[src/rtl/cfg_boot_loader.sv]
module cfg_boot_loader #(
  parameter int DATA_W    = 8,
  parameter int ADDR_W    = 6,
  parameter int PAGE_AW   = 3,
  parameter int CLK_HZ    = 250_000_000,
  parameter int DELAY_OVR = 0
) (
  input  logic                        clk,
  input  logic                        rst_n,
  input  logic                        lockout_ok,
  input  logic                        reload_req,
  input  logic                        erase_req,
  input  logic                        erase_en,
  input  logic [ADDR_W-PAGE_AW-1:0]   erase_page,
  output logic                        nv_rd_en,
  output logic                        nv_wr_en,
  output logic [ADDR_W-1:0]           nv_addr,
  output logic [DATA_W-1:0]           nv_wdata,
  input  logic [DATA_W-1:0]           nv_rdata,
  output logic                        stg_we,
  output logic [ADDR_W-1:0]           stg_addr,
  output logic [DATA_W-1:0]           stg_wdata,
  output logic                        commit,
  output logic                        busy,
  output logic                        start_seq
);
  localparam int WORDS     = 1 << ADDR_W;
  localparam int PAGE_SELW = ADDR_W - PAGE_AW;
  localparam int DELAY_CYC = (DELAY_OVR != 0) ? DELAY_OVR : CLK_HZ / 2000;
  localparam int DLY_W     = $clog2(DELAY_CYC + 1);

  typedef enum logic [2:0] {S_IDLE, S_LOAD, S_COMMIT, S_DELAY, S_DONE, S_ERASE} st_t;
  st_t st;

  logic [ADDR_W:0]        rd_ptr;
  logic                   vld;
  logic [ADDR_W-1:0]      wr_addr;
  logic [DLY_W-1:0]       dly;
  logic [PAGE_SELW-1:0]   pg;
  logic [PAGE_AW-1:0]     eidx;

  wire rd_more = rd_ptr < (ADDR_W+1)'(WORDS);

  assign nv_rd_en  = (st == S_LOAD) && rd_more;
  assign nv_wr_en  = (st == S_ERASE);
  assign nv_addr   = (st == S_ERASE) ? {pg, eidx} : rd_ptr[ADDR_W-1:0];
  assign nv_wdata  = '1;
  assign stg_we    = vld;
  assign stg_addr  = wr_addr;
  assign stg_wdata = nv_rdata;
  assign commit    = (st == S_COMMIT);
  assign busy      = (st == S_IDLE) || (st == S_LOAD) || (st == S_COMMIT) || (st == S_ERASE);
  assign start_seq = (st == S_DELAY) && (dly == DLY_W'(DELAY_CYC - 1));

  always_ff @(posedge clk) begin
    if (!rst_n) begin
      st      <= S_IDLE;
      rd_ptr  <= '0;
      vld     <= 1'b0;
      wr_addr <= '0;
      dly     <= '0;
      pg      <= '0;
      eidx    <= '0;
    end else begin
      vld     <= nv_rd_en && lockout_ok;
      wr_addr <= rd_ptr[ADDR_W-1:0];
      if (!lockout_ok) begin
        st <= S_IDLE;
      end else begin
        case (st)
          S_IDLE: begin
            st     <= S_LOAD;
            rd_ptr <= '0;
          end
          S_LOAD: begin
            if (rd_more)  rd_ptr <= rd_ptr + 1'b1;
            else if (vld) st     <= S_COMMIT;
          end
          S_COMMIT: begin
            st  <= S_DELAY;
            dly <= '0;
          end
          S_DELAY: begin
            if (start_seq) st  <= S_DONE;
            else           dly <= dly + 1'b1;
          end
          S_DONE: begin
            if (reload_req) begin
              st     <= S_LOAD;
              rd_ptr <= '0;
            end else if (erase_req && erase_en) begin
              st   <= S_ERASE;
              pg   <= erase_page;
              eidx <= '0;
            end
          end
          S_ERASE: begin
            if (&eidx) st   <= S_DONE;
            else       eidx <= eidx + 1'b1;
          end
          default: st <= S_IDLE;
        endcase
      end
    end
  end
endmodule


[config.mk]
export PLATFORM = sky130hd
export DESIGN_NAME = cfg_boot_loader
export DESIGN_NICKNAME = d
export VERILOG_FILES = /design/src/rtl/cfg_boot_loader.sv
export SDC_FILE = /design/constraint.sdc
export NUM_CORES = 1
export LEC_CHECK = 0
export BUFFER_PORTS_ARGS = -buffer_cell sky130_fd_sc_hd__clkbuf_2
export CAP_MARGIN = 15
export CORE_ASPECT_RATIO = 0.8
export CORE_MARGIN = 3
export CORE_UTILIZATION = 40
export CTS_CLUSTER_DIAMETER = 30
export DETAILED_ROUTE_END_ITERATION = 6
export SYNTH_ARGS = -nofsm -noshare
export SYNTH_HDL_FRONTEND = slang
export SYNTH_SLANG_ARGS = --single-unit
[constraint.sdc]
create_clock -name clk -period 2.6 [get_ports clk]
set_input_delay 0.52 -clock clk [delete_from_list [all_inputs] [get_ports clk]]
set_output_delay 0.52 -clock clk [all_outputs]
set_load 0.005 [all_outputs]
* After elaboration in Yosys (flattened, before gate mapping)
Cells that the tools add are included.
** Operators by class
- $add $sub $neg :: 3
- Magnitude comparators :: 1
- Equal/unequal tests :: 17
- Multiplexer cells :: 17
- Bitwise logic cells :: 1
- Reductions and logical operators :: 18
** Operators with widths (number)
- $pmux 17 s2 :: 1
- $mux 3 :: 9
- $pmux 7 s3 :: 1
- $ne 2x2->1 const B :: 9
- $pmux 3 s6 :: 1
- $add 17x1->17 const B :: 1
- $eq 17x17->1 const B :: 1
- $mux 17 :: 1
- $mux 7 :: 2
- $reduce_and 5->1 :: 2
- $reduce_and 4->1 :: 2
- $add 7x1->7 const B :: 1
- $lt 7x7->1 const B :: 1
- $eq 3x2->1 const B :: 2
- $eq 3x3->1 const B :: 2
- $mux 6 :: 1
- $pmux 3 s2 :: 1
- $reduce_and 3->1 :: 2
- $logic_and 1x1->1 :: 4
- $reduce_bool 2->1 :: 2
- $add 3x1->3 const B :: 1
- $eq 3x1->1 const B :: 1
- $logic_not 3->1 :: 1
- $logic_or 1x1->1 :: 3
- other kinds (5) :: 5
** Storage, ports and cells
- Register bits :: 40
- Input port bits :: 17
- Output and inout port bits :: 34

* Logic depth before layout (Yosys ltp)
- Word-level depth :: 4
- Mapped depth :: 7
- Depth with buffers taken out :: 6

* Least setup slack after synthesis
Ideal clock, no wire load.
- Path type :: register to output
- From :: register dly[6]
- To :: output port start_seq
- Arrival :: 1.390 ns
- Required time :: 2.080 ns
- Setup slack :: 0.690 ns
- Stages on the path, launching flop included :: 6
- Path buffers :: 0
- Cells stage by stage :: dfxtp_1 > nor4b_1 > nand3_1 > nor4b_1 > nand3_1 > nor2_1
** On the way
- Word-level cells in the longest chain between the ends :: 2
** Ends and longest elaborated chain
- start, declared :: line 38 : logic [DLY_W-1:0] dly;
- start signal, assigned :: line 85 : else dly <= dly + 1'b1;
- $eq 17x17->1 :: line 53 : assign start_seq = (st == S_DELAY) && (dly == DLY_W'(DELAY_CYC - 1));
- $logic_and 1x1->1 :: line 53
- end, declared :: line 25 : output logic start_seq
No other way between the ends.

* Final worst setup path
Same ends and word-level chain as after synthesis.

==> flow_summary.yaml <==
final_layout:
  drive_gt1_frac: 0.187
  antenna_cells: 0
  finalNonFillerCells: 369
  nets: 314
  final_core_util: 0.478
  nFillCells: 525
  multi_input_area_um2: 1310
  stdcell_area_um2: 2500
  regArea_um2: 801
  syn_to_final_growth_pct: 9.77
floorplanning:
  io_pins: 51
  die_h_um: 73.5
  rows: 23
  core_area_um2: 5240
  die_w_um: 90.4
  dieArea_um2: 6640
  initial_utilization: 0.435
sta:
  slew_headroom: 0.575
  fin_setup_tns_ns: 0
  final_hold_viol_count: 0
  post-route-period-util: 0.922
  fin_skew_ns: 0.0108
  tightest_slew_ns: 0.633
  fmax_ghz: 0.417
  drv_slew: 0
  post-route-min-period_ns: 2.40
  finalSetupViolations: 0
synthesis:
  synthDominantCellAreaShare: 0.351
  yosys.cell_types.count: 58
  ys_seq_area_frac: 0.351
  synth_seq_cells: 40
  avgSynthCellArea_um2: 8.26
  synth.area.top_cells: "dfxtp_1 35%, nand2_1 6.8%, buf_4 5.3%"
  yosysMostFrequentCell: "nand2_1"
  synth_edf_count: 0
  yosys_warnings: 0
  synth_common_cells: "41 x nand2_1, 40 x dfxtp_1, 18 x nor2_1, 16 x buf_4, 10 x nor2b_1"
  synthArstFlopShare: 0
  synth_ff_type: "dfxtp_1"
  synth_largest_area_cell: "dfxtp_1"
  syn-cell-area_um2: 2280
  netlist_instances: 276
grt:
  grt_max_degree: 29
  grt_pass1_vias: 1678
  track_usage: 0.158
  antenna_found_initial: 0
  globalRouteOverflowTotal: 0
  grt_pass1_wl_um: 8470
pwr:
  p_switching_mw: 0.275
  p_sw_frac: 0.229
  p_leak_nw: 0.956
  p_clk_frac: 0.441
  pwr-share-comb: 0.041
  power.total_mw: 1.20
  powerDensity_nw_per_um2: 479
  p_seq_frac: 0.517
  internal_power_mw: 0.924
  max-vdd-ir-drop_uv: 251
place:
  portBuffers: 26
  place_area_um2: 2370
  gp_congestion: 0.882
  hpwl_um: 3720
  dp.cells: 361
clock_tree:
  insertion_delay_ns: 0.30
  cts.path.max_buffers: 2
  post_cts_buffers: 0
  cts_resized: 0
  cts_hold_buf: 0
  cts_buffers: 5
  cts.clk_slew.worst_paths_ns: 0.08
  cts_tree: "yes"
  htreeDepth: 2
  numClockSinks: 40
  cts_root_buf: "clkbuf_8"
detailed_routing:
  drt-total-wl_um: 5060
  drc: 0
  drt_iter0_drc: 194
  wl_per_cell_um: 13.7
  drt_pass1_iterations: 4
  vias: 1943
  postRouteAntennaNets: 0
  vias_per_cell: 5.27
worst_hold_path:
  holdPathStages: 3
  hold_path.class: "in -> reg"
critical_path:
  critPathArrivalTime_ns: 1.88
  path_max_fanout: 6
  cp.required_ns: 2.08
  cp-start-kind: "flip-flop"
  critical_path_class: "reg -> out"
  worstRegToRegCells: 6
  end_kind: "primary output"
status:
  status: "finished clean"
run:
  max_cap_viol_count: 0
-- state kept, by name (all words and copies together) (netlist names) --
name      cells
dly          17
eidx          3
pg            3
rd_ptr        7
st            3
stg_addr      6
stg_we        1
-- path summary, 6_finish.rpt --
kind,from,endpoint,slack (ns)
setup / recovery,dly[6],start_seq,0.20
hold / removal,erase_page[2],pg[2],0.48
setup reg to reg,dly[0],dly[13],0.49
hold reg to reg,dly[15],dly[15],0.52
-- cells by family after synthesis --
family          Yosys count  synth area share
simple gates            134             0.326
xor+xnor                  7            0.0269
buf+inv                  34            0.0912
mux                       6            0.0264
compound gates           50             0.155
fa+ha+maj                 4            0.0220
other cells               1           0.00165
flops                    40             0.351
-- metal layers --
| metal | share of wire | wire length (um) | global-route usage |
|---|---|---|---|
| met3 | 0.056 | 283 | 0.0317 |
| met5 | 0 | 0 | 0 |
| met1 | 0.53 | 2690 | 0.239 |
| met2 | 0.40 | 2020 | 0.224 |
| met4 | 0.013 | 68 | 0.0492 |
-- layout make-up --
cell class              instances  share of cell area
multi-input cells             209               0.523
flip-flops and latches         40               0.320
repair buffers                 29              0.0610
well taps                      75              0.0375
clock buffers                   5              0.0275
clock inverters                 3              0.0185
inverters                       8              0.0120
-- power by group through the flow --
stage / registers (mW) / logic (mW) / clock network (mW)
final: 0.620 / 0.0495 / 0.529
after global routing: 0.622 / 0.0561 / 0.565
after CTS: 0.621 / 0.0496 / 0.546
after detailed placement: 0.635 / 0.0492 / 0
after global placement: 0.635 / 0.0492 / 0
after floorplan: 0.632 / 0.0506 / 0
-- worst max-delay path, stage by stage, from the launching register on --
cell and delay [ns]:
dfxtp_1 0.40, nor4b_2 0.30, nand3_1 0.22, nor4b_2 0.29
nand3_1 0.09, nor2_1 0.13, clkbuf_2 0.13
-- cell usage in the layout, fill, tap and decap left out, drive strengths merged, types with 6 or more instances in the layout --
cell    Yosys  routed
nand2      41      41
dfxtp      40      40
clkbuf      4      31
nor2       18      18
o21ai      12      12
nor2b      10      10
and2       10      10
inv         8       9
nand3       9       9
nor3        8       8
conb        1       8
nand4       7       7
mux2i       6       6
a21oi       6       6
o211ai      6       6
o21a        6       6
-- per-stage QoR --
step / hold WS [ns] / setup WS [ns]
3_5_place_dp: 0.498 / 0.384
6_report: 0.477 / 0.204
5_1_grt: 0.488 / -0.00302
3_3_place_gp: 0.490 / 0.403
4_1_cts: 0.477 / 0.0365
2_1_floorplan: 0.459 / 0.690
Power figures use the tool's default switching activity.
